## src/rtl/pwmclk_pkg.sv

```systemverilog
package pwmclk_pkg;
  typedef enum logic [1:0] {
    REG_SEL = 2'd0,
    REG_PRE = 2'd1,
    REG_SCA = 2'd2,
    REG_SCB = 2'd3
  } reg_addr_e;

  localparam int CHAIN_A = 0;
  localparam int CHAIN_B = 1;
  localparam int NUM_CHAINS = 2;
endpackage

```

## src/rtl/pwmclk_prediv.sv

```systemverilog
module pwmclk_prediv #(
  parameter int CODE_W = 3
) (
  input  logic              clk,
  input  logic              rst_n,
  input  logic              restart,
  input  logic [CODE_W-1:0] code,
  output logic              tick
);
  localparam int CNT_W = (1 << CODE_W) - 1;

  logic [CNT_W-1:0] cnt;
  logic [CNT_W-1:0] lim;

  always_comb begin
    lim  = CNT_W'((32'd1 << code) - 32'd1);
    tick = (cnt == lim);
  end

  always_ff @(posedge clk or negedge rst_n) begin
    if (!rst_n)       cnt <= '0;
    else if (restart) cnt <= '0;
    else if (tick)    cnt <= '0;
    else              cnt <= cnt + 1'b1;
  end

  AST_PRE_SPACING: assert property (@(posedge clk) disable iff (!rst_n) (tick && lim != '0 && !restart) |=> !tick) else $error("prescaler ticked twice in a row");
  AST_PRE_RESTART: assert property (@(posedge clk) disable iff (!rst_n) restart |=> (cnt == '0)) else $error("prescaler not restarted");
  AST_PRE_BOUND: assert property (@(posedge clk) disable iff (!rst_n) cnt <= lim) else $error("prescaler count past limit");
endmodule

```

## src/rtl/pwmclk_scaler.sv

```systemverilog
module pwmclk_scaler #(
  parameter int SCALE_W = 8
) (
  input  logic               clk,
  input  logic               rst_n,
  input  logic               restart,
  input  logic               in_tick,
  input  logic [SCALE_W-1:0] n,
  output logic               tick
);
  localparam int CNT_W = SCALE_W + 1;

  logic [CNT_W-1:0]   cnt;
  logic [SCALE_W-1:0] n_m1;
  logic [CNT_W-1:0]   lim;

  always_comb begin
    n_m1 = n - {{(SCALE_W-1){1'b0}}, 1'b1};
    lim  = {n_m1, 1'b1};
    tick = in_tick && (cnt == lim);
  end

  always_ff @(posedge clk or negedge rst_n) begin
    if (!rst_n)       cnt <= '0;
    else if (restart) cnt <= '0;
    else if (in_tick) cnt <= (cnt == lim) ? '0 : cnt + 1'b1;
  end

  AST_SC_SPACING: assert property (@(posedge clk) disable iff (!rst_n) (tick && !restart) |=> !tick) else $error("scaled tick twice in a row");
  AST_SC_RESTART: assert property (@(posedge clk) disable iff (!rst_n) restart |=> (cnt == '0)) else $error("scaler not restarted");
  AST_SC_BOUND: assert property (@(posedge clk) disable iff (!rst_n) cnt <= lim) else $error("scaler count past limit");
endmodule

```

## src/rtl/pwmclk_regs.sv

```systemverilog
module pwmclk_regs
  import pwmclk_pkg::*;
#(
  parameter int CODE_W  = 3,
  parameter int SCALE_W = 8,
  parameter int NCH     = 8,
  parameter int DATA_W  = 8
) (
  input  logic               clk,
  input  logic               rst_n,
  input  logic               wr_en,
  input  logic [1:0]         wr_addr,
  input  logic [DATA_W-1:0]  wr_data,
  input  logic [1:0]         rd_addr,
  output logic [DATA_W-1:0]  rd_data,
  output logic [NCH-1:0]     sel,
  output logic [CODE_W-1:0]  code_a,
  output logic [CODE_W-1:0]  code_b,
  output logic [SCALE_W-1:0] n_a,
  output logic [SCALE_W-1:0] n_b,
  output logic               pre_wr,
  output logic               sca_wr,
  output logic               scb_wr
);
  localparam int B_LSB = DATA_W / 2;

  logic sel_wr;

  always_comb begin
    sel_wr = wr_en && (wr_addr == REG_SEL);
    pre_wr = wr_en && (wr_addr == REG_PRE);
    sca_wr = wr_en && (wr_addr == REG_SCA);
    scb_wr = wr_en && (wr_addr == REG_SCB);
  end

  always_ff @(posedge clk or negedge rst_n) begin
    if (!rst_n) begin
      sel    <= '0;
      code_a <= '0;
      code_b <= '0;
      n_a    <= '0;
      n_b    <= '0;
    end else begin
      if (sel_wr) sel <= wr_data[NCH-1:0];
      if (pre_wr) begin
        code_a <= wr_data[CODE_W-1:0];
        code_b <= wr_data[B_LSB +: CODE_W];
      end
      if (sca_wr) n_a <= wr_data[SCALE_W-1:0];
      if (scb_wr) n_b <= wr_data[SCALE_W-1:0];
    end
  end

  always_comb begin
    rd_data = '0;
    case (rd_addr)
      REG_SEL: rd_data[NCH-1:0] = sel;
      REG_PRE: begin
        rd_data[CODE_W-1:0]       = code_a;
        rd_data[B_LSB +: CODE_W]  = code_b;
      end
      REG_SCA: rd_data[SCALE_W-1:0] = n_a;
      default: rd_data[SCALE_W-1:0] = n_b;
    endcase
  end

  AST_SCALE_LOAD: assert property (@(posedge clk) disable iff (!rst_n) sca_wr |=> (n_a == $past(wr_data[SCALE_W-1:0]))) else $error("scale A not loaded");
endmodule

```

## src/rtl/pwmclk_top.sv

```systemverilog
module pwmclk_top
  import pwmclk_pkg::*;
#(
  parameter int CODE_W  = 3,
  parameter int SCALE_W = 8,
  parameter int NCH     = 8,
  parameter int DATA_W  = 8
) (
  input  logic              clk,
  input  logic              rst_n,
  input  logic              wr_en,
  input  logic [1:0]        wr_addr,
  input  logic [DATA_W-1:0] wr_data,
  input  logic [1:0]        rd_addr,
  output logic [DATA_W-1:0] rd_data,
  output logic              tick_a,
  output logic              tick_b,
  output logic              tick_sa,
  output logic              tick_sb,
  output logic [NCH-1:0]    chan_tick
);
  logic [NCH-1:0]                         sel;
  logic [NUM_CHAINS-1:0][CODE_W-1:0]      code_v;
  logic [NUM_CHAINS-1:0][SCALE_W-1:0]     n_v;
  logic                                   pre_wr, sca_wr, scb_wr;
  logic [NUM_CHAINS-1:0]                  sc_restart;
  logic [NUM_CHAINS-1:0]                  raw_tick, scl_tick;

  pwmclk_regs #(
    .CODE_W(CODE_W), .SCALE_W(SCALE_W), .NCH(NCH), .DATA_W(DATA_W)
  ) u_regs (
    .clk(clk), .rst_n(rst_n),
    .wr_en(wr_en), .wr_addr(wr_addr), .wr_data(wr_data),
    .rd_addr(rd_addr), .rd_data(rd_data),
    .sel(sel),
    .code_a(code_v[CHAIN_A]), .code_b(code_v[CHAIN_B]),
    .n_a(n_v[CHAIN_A]), .n_b(n_v[CHAIN_B]),
    .pre_wr(pre_wr), .sca_wr(sca_wr), .scb_wr(scb_wr)
  );

  assign sc_restart[CHAIN_A] = pre_wr | sca_wr;
  assign sc_restart[CHAIN_B] = pre_wr | scb_wr;

  for (genvar g = 0; g < NUM_CHAINS; g++) begin : g_chain
    pwmclk_prediv #(.CODE_W(CODE_W)) u_pre (
      .clk(clk), .rst_n(rst_n), .restart(pre_wr),
      .code(code_v[g]), .tick(raw_tick[g])
    );
    pwmclk_scaler #(.SCALE_W(SCALE_W)) u_scl (
      .clk(clk), .rst_n(rst_n), .restart(sc_restart[g]),
      .in_tick(raw_tick[g]), .n(n_v[g]), .tick(scl_tick[g])
    );
  end

  for (genvar i = 0; i < NCH; i++) begin : g_chan
    localparam int GRP = (i / 2) % 2;
    assign chan_tick[i] = sel[i] ? scl_tick[GRP] : raw_tick[GRP];
  end

  assign tick_a  = raw_tick[CHAIN_A];
  assign tick_b  = raw_tick[CHAIN_B];
  assign tick_sa = scl_tick[CHAIN_A];
  assign tick_sb = scl_tick[CHAIN_B];
endmodule

```

## config.mk

```make
export PLATFORM = sky130hd
export DESIGN_NAME = pwmclk_top
export DESIGN_NICKNAME = d
export VERILOG_FILES = /design/src/rtl/pwmclk_pkg.sv /design/src/rtl/pwmclk_prediv.sv /design/src/rtl/pwmclk_scaler.sv /design/src/rtl/pwmclk_regs.sv /design/src/rtl/pwmclk_top.sv
export SDC_FILE = /design/constraint.sdc
export NUM_CORES = 1
export LEC_CHECK = 0
export ABC_AREA = 1
export BUFFER_PORTS_ARGS = -buffer_cell sky130_fd_sc_hd__buf_2
export CAP_MARGIN = 0
export CORE_ASPECT_RATIO = 1.75
export CORE_MARGIN = 2
export CORE_UTILIZATION = 65
export DETAILED_ROUTE_END_ITERATION = 6
export HOLD_SLACK_MARGIN = 0.02
export PLACE_DENSITY_LB_ADDON = 0.12
export SETUP_SLACK_MARGIN = 0.05
export SKIP_CTS_REPAIR_TIMING = 1
export SYNTH_ARGS = -nofsm -noshare
export SYNTH_HDL_FRONTEND = slang
export SYNTH_SLANG_ARGS = --single-unit
```

## constraint.sdc

```tcl
create_clock -name clk -period 4.35 [get_ports clk]
set_clock_uncertainty 0.15 [all_clocks]
set_input_delay 0.2175 -clock clk [delete_from_list [all_inputs] [get_ports clk]]
set_output_delay 0.2175 -clock clk [all_outputs]
set_load 0.01 [all_outputs]
```

==> flow_summary.json, run 1 <==
{
  "dp_slack_ps": 1840,
  "fin_crit_ps": 2910,
  "worst_slew_pin_slew_ps": 1020,
  "netlist_area_mm2": 0.00407,
  "outcome": "finished clean",
  "gp_congestion": 0.911,
  "synth_nets": 606,
  "slew_violations": 0,
  "drc": 0,
  "crit_path_max_fanout": 12,
  "die_h_um": 109,
  "area_growth_pct": 12.5,
  "crit_type": "reg -> out",
  "portBuffers": 34,
  "postSynthAreaPerCell_um2": 6.97,
  "core_mm2": 0.00613,
  "max_freq_ghz": 0.343,
  "cts-root-buf": "clkbuf_8",
  "critPathCaptureType": "output pin",
  "rsz0062_at_grt": "false",
  "grt_pass1_wl_mm": 16.5,
  "tns_ps": 0,
  "period_share_pct": 66.9,
  "design.die.area_mm2": 0.00694,
  "cpMaxStageDelayCell": "dfrtp_1",
  "postSynthCellCount": 584,
  "timing.critical_path.from_type": "flip-flop",
  "h-tree-depth": 3,
  "clk_latency_ps": 350,
  "drt-initial-drc-count": 247,
  "yosysWarnings": 0,
  "postLayoutCoreUtil_pct": 74.7,
  "power_frac_seq_pct": 39.6,
  "clk_path_buf_depth": 2,
  "grt_pass1_vias": 3736,
  "crit_top_cell": "nand2_1",
  "dp_hpwl_mm": 7.67,
  "nets": 651,
  "holdPathStages": 3,
  "maxCapViolations": 0,
  "comb_power_share_pct": 32.3,
  "switching_share_pct": 37.2,
  "worstRegToRegCells": 15,
  "p_leak_uw": 0.00246,
  "antenna_cells": 0,
  "layout-drive-gt1-share_pct": 11.7,
  "setup_slack_ps": 1440,
  "p_switching_uw": 749,
  "powerDensity_mw_per_mm2": 439,
  "ys_types": 36,
  "cts_tree": "built",
  "p_int_uw": 1260,
  "path_cells": "inv_1 > ha_1 > inv_1 > nand2_1 > nand2_1 > nand2_1 > nand2_1 > nor2_1 > nand2_1 > nor2_1 > nand2_1 > a21oi_2 > buf_2",
  "max-slew-margin-rel_pct": 31.9,
  "cp.required_ps": 3980,
  "core.rowCount": 38,
  "crit_path_max_incr_delay_ps": 420,
  "hold_viol": 0,
  "die_x_um": 63.8,
  "grt.total_usage_pct": 31.0,
  "finalSetupViolations": 0,
  "synth.top_cell.area_share_pct": 38.1,
  "first_pass_iters": 6,
  "grt_start_max_net_pins": 39,
  "ys_ff_latch": 62,
  "fin_cells": 714,
  "total_power_uw": 2010,
  "start_util_pct": 66.4,
  "synth_area_leader_cell": "dfrtp_1",
  "ir_drop_mv": 0.333,
  "antenna_found_initial": 0,
  "yosys-top-cells-area": "dfrtp_1, nand2_1, nand3_1, inv_1, nor2_1",
  "hold_class": "in -> reg",
  "clkSlewWorstSetupHoldPaths_ps": 70,
  "postRouteAntennaNets": 0,
  "worstPathArrival_ps": 2540,
  "dpl.cell_count": 690,
  "clock_sinks": 62,
  "grt_overflow": 0,
  "synth_seq_area_share_pct": 38.1,
  "num_vias": 3890,
  "via_per_inst": 5.45,
  "clkPwrFrac_pct": 28.1,
  "wl_per_cell_um": 14.1,
  "drt_wl_total_mm": 10.1,
  "cts_buffers": 9,
  "ios": 35
}
per-stage QoR:
stage / hold slack, ps / instance area [um2]
2_1_floorplan: -228 / 4070
3_3_place_gp: 215 / 4290
3_5_place_dp: 234 / 4290
4_1_cts: -151 / 4500
5_1_grt: 50.3 / 4580
6_report: 27.3 / 4580
flip-flops by register name (all words and copies together) (netlist names):
signal	cells
u_regs.code_b	3
g_chain.u_scl.cnt	18
u_regs.n_b	8
g_chain.u_pre.cnt	14
u_regs.sel	8
u_regs.code_a	3
u_regs.n_a	8
cell usage after synthesis (all sizes together):
master and instances:
nand2 198, inv 72, nor2 66, dfrtp 62
nand3 56, o21ai 40, a21oi 20, xor2 19
nand4 8, ha 7, xnor2 7, buf 5
o22ai 5, clkbuf 4, nand3b 3, nor3b 2
or2 2, and2 1, and3 1, clkinv 1
nand2b 1, o211ai 1, o21bai 1, o221ai 1
xnor3 1
logic make-up (layout without fill, tap and decap cells):
| family | count (synthesis) | in the layout | share of synthesized area (%) |
|---|---|---|---|
| AND/OR/NAND/NOR | 338 | 338 | 36.1 |
| buffers and inverters | 82 | 132 | 8.45 |
| AO/OA/AOI/OAI | 68 | 68 | 9.09 |
| flip-flops | 62 | 62 | 38.1 |
| XOR/XNOR | 27 | 27 | 6.14 |
| adder cells (fa/ha/maj) | 7 | 7 | 2.15 |
cell type report:
cell class	count	area (um2)
repair buffers	43	258
flip-flops and latches	62	1550
fillers	523	1550
clock inverters	4	70.1
clock buffers	12	145
well taps	80	100
multi-input cells	440	2180
inverters	73	280
power by group through the flow:
stage          sequential, uW  clock [uW]  combinational (uW)
3_5_place_dp              806           0                 642
3_3_place_gp              802           0                 621
6_report                  798         565                 650
5_1_grt                   812         598                 744
4_1_cts                   796         574                 646
2_1_floorplan             770           0                 506
per-layer routing:
layer  track usage (%)  vias to the layer above  share of wire [%]
li1                  -                     1945                  -
met1              31.9                     1788                 39
met2              55.7                      115                 52
met3              5.88                       42                3.6
met4              21.4                        0                6.0
met5                 0                        -                  0
worst max-delay path, delay by kind of cell (launching register included):
family / cells / cell delay, ps
simple gates: 8 / 870
flops: 1 / 420
buf+inv: 3 / 370
fa+ha+maj: 1 / 300
compound gates: 1 / 230
placed cells by master (no fill, tap or decap), types with 5 or more instances in the layout:
| cell type | Yosys | layout |
|---|---|---|
| o21ai_0 | 39 | 39 |
| dfrtp_1 | 62 | 62 |
| dlygate4sd3_1 | 0 | 8 |
| xor2_1 | 19 | 19 |
| xnor2_1 | 7 | 7 |
| nand3_1 | 55 | 55 |
| ha_1 | 7 | 7 |
| o22ai_1 | 5 | 5 |
| nor2_2 | 5 | 5 |
| buf_2 | 0 | 34 |
| clkbuf_8 | 0 | 10 |
| nand4_1 | 8 | 8 |
| nor2_1 | 58 | 58 |
| inv_1 | 67 | 67 |
| nand2_1 | 194 | 194 |
| a21oi_1 | 16 | 16 |
path summary, 6_finish.rpt:
check                                        start                 endpoint  slack, ps
min in group asynchronous                    rst_n  g_chain[1].u_scl.cnt[0]        380
min reg2reg                g_chain[1].u_pre.cnt[0]  g_chain[1].u_pre.cnt[0]        360
min                                     wr_data[7]            u_regs.n_a[7]         30
max in group asynchronous                    rst_n            u_regs.n_a[0]       2780
max                                  u_regs.n_b[0]             chan_tick[7]       1440
max reg2reg                       u_regs.code_a[1]  g_chain[0].u_scl.cnt[2]       1920
Power figures use the tool's default switching activity.
==> inputs of run 2 (changes only) <==
--- a/config.mk
+++ b/config.mk
@@ -10,7 +10,7 @@
 export CAP_MARGIN = 0
 export CORE_ASPECT_RATIO = 1.75
 export CORE_MARGIN = 2
-export CORE_UTILIZATION = 65
+export CORE_UTILIZATION = 60
 export DETAILED_ROUTE_END_ITERATION = 6
 export HOLD_SLACK_MARGIN = 0.02
 export PLACE_DENSITY_LB_ADDON = 0.12
==> constraint.sdc (replaced) <==
create_clock -name clk -period 2.9 [get_ports clk]
set_clock_uncertainty 0.15 [all_clocks]
set_input_delay 0.145 -clock clk [delete_from_list [all_inputs] [get_ports clk]]
set_output_delay 0.145 -clock clk [all_outputs]
set_load 0.01 [all_outputs]
==> flow_summary.json, run 2 (synthesis gave the netlist of run 1 again) <==
{
  "postRouteAntennaNets": 0,
  "drc": 0,
  "largest_register": "g_chain.u_scl.cnt",
  "min_to": "g_chain[1].u_scl.cnt[0]",
  "drt_wl_total_mm": 10.5,
  "clk_latency_ps": 340,
  "layout_common_cells": "nand2_1, inv_1, dfrtp_1",
  "portBuffers": 34,
  "antenna_cells": 0,
  "p_leak_uw": 0.00252,
  "grt.total_usage_pct": 30.2,
  "hold_viol": 0,
  "r2r_slack_ps": 600,
  "outcome": "finished clean",
  "drt-initial-drc-count": 203,
  "powerDensity_mw_per_mm2": 711,
  "timing.critical_path.from_type": "flip-flop",
  "core.rowCount": 39,
  "cts_buffers": 9,
  "first_pass_iters": 5,
  "reg.largest.list": "g_chain.u_scl.cnt x18, g_chain.u_pre.cnt x14",
  "wl_per_cell_um": 14.6,
  "crit_buf_inv": 3,
  "critPathCaptureType": "output pin",
  "area_growth_pct": 16.4,
  "nets": 654,
  "cts_tree": "built",
  "largest_reg_flops": 18,
  "crit_type": "reg -> out",
  "path_cells": "inv_1 > ha_2 > inv_1 > nand2_1 > nand2_1 > nand2_1 > nand2_1 > nor2_1 > nand2_1 > nor2_1 > nand2_4 > a21oi_2 > buf_2",
  "rsz0062_at_grt": "false",
  "holdPathStages": 4,
  "grt_overflow": 0,
  "fillers": 560,
  "ios": 35,
  "crit_path_max_incr_delay_ps": 420,
  "whs_ps": 58.8,
  "critical_path.top_delay_family": "simple AND/OR/NAND/NOR gates",
  "cp.required_ps": 2610,
  "maxCapViolations": 0,
  "cts-root-buf": "clkbuf_16",
  "hold_class": "in -> reg",
  "worstPathArrival_ps": 2410,
  "start_util_pct": 62.3,
  "dp_hpwl_mm": 7.73,
  "die_x_um": 66.3,
  "grt_start_max_net_pins": 26,
  "gp_congestion": 0.914,
  "grt_pass1_vias": 3749,
  "num_vias": 3930,
  "clkSlewWorstSetupHoldPaths_ps": 50,
  "tns_ps": 0,
  "clock_sinks": 62,
  "layout-drive-gt1-share_pct": 13.0,
  "worst_slew_pin_slew_ps": 753,
  "core_mm2": 0.00654,
  "max-slew-margin-rel_pct": 49.6,
  "period_share_pct": 93.3,
  "clk_path_buf_depth": 2,
  "hp-start": "wr_addr[0]",
  "design.die.area_mm2": 0.00749,
  "max_freq_ghz": 0.370,
  "critPathLaunch": "u_regs.n_b[0]",
  "die_h_um": 113,
  "via_per_inst": 5.47,
  "fin_crit_ps": 2710,
  "r2r_end": "g_chain[0].u_scl.cnt[5]",
  "finalSetupViolations": 0,
  "slew_violations": 0,
  "mostFrequentLayoutCell": "nand2_1",
  "crit_path_max_fanout": 12,
  "cpMaxStageDelayCell": "dfrtp_1",
  "h-tree-depth": 3,
  "antenna_found_initial": 0,
  "grt_pass1_wl_mm": 17.2,
  "worstRegToRegCells": 15,
  "crit_top_cell": "nand2_1",
  "ir_drop_mv": 0.647,
  "rr_startpoint": "u_regs.code_a[1]"
}
[run 2: changes by cell type in the layout (fill, tap and decap cells not counted), sizes merged]
cell / previous run / this run
buf: 35 / 37
clkbuf: 12 / 10
clkinvlp: 0 / 2
dlygate4sd3: 8 / 9
[run 2: worst min-delay path: stages]
cell and delay (ps):
buf_2 110, nand2_1 100, nand3_1 100, nand2_1 50
[run 2: through the flow]
stage | total power, uW | setup WS [ps] | instances | util [%] | area (um2)
6_report | 3370 | 195 | 719 | 72.5 | 4740
5_1_grt | 3580 | 47.4 | 719 | 72.5 | 4740
4_1_cts | 3350 | 46.5 | 710 | 70.8 | 4630
3_5_place_dp | 2170 | 405 | 694 | 65.8 | 4300
3_3_place_gp | 2140 | 502 | 694 | 65.8 | 4300
2_1_floorplan | 1910 | 866 | 584 | - | 4070
[run 2: final cells by class]
cell class | instances | area (um2) | share of cell area [%]
Clock buffer | 10 | 239 | 5.04
Inverter | 73 | 280 | 5.91
Timing Repair Buffer | 46 | 283 | 5.96
Multi-Input combinational cell | 440 | 2200 | 46.3
Tap cell | 82 | 103 | 2.16
Clock inverter | 6 | 85.1 | 1.79
Sequential cell | 62 | 1550 | 32.8
[run 2: report_power, final]
group	switching [uW]	internal, uW	total [uW]	leakage, uW
combinational	610	383	993	0.00157
sequential	187	1020	1200	0.000801
clock	400	771	1170	0.000154
[run 2: how the worst max path moves through the flow]
stage,endpoint,cells past startpoint,slack (ps)
floorplan,chan_tick[0],14,870
global placement,chan_tick[2],13,500
detailed placement,chan_tick[3],13,410
CTS,chan_tick[3],13,50
global route,chan_tick[2],13,50
finish,chan_tick[2],13,190
[run 2: routing by layer]
metal  up-vias  GRT usage, %  part of all wire, %
met5         -             0                    0
li1       1959             -                    -
met3        32          5.67                  3.9
met2        92          55.5                   54
met4         0          13.7                  4.1
met1      1847          32.1                   38
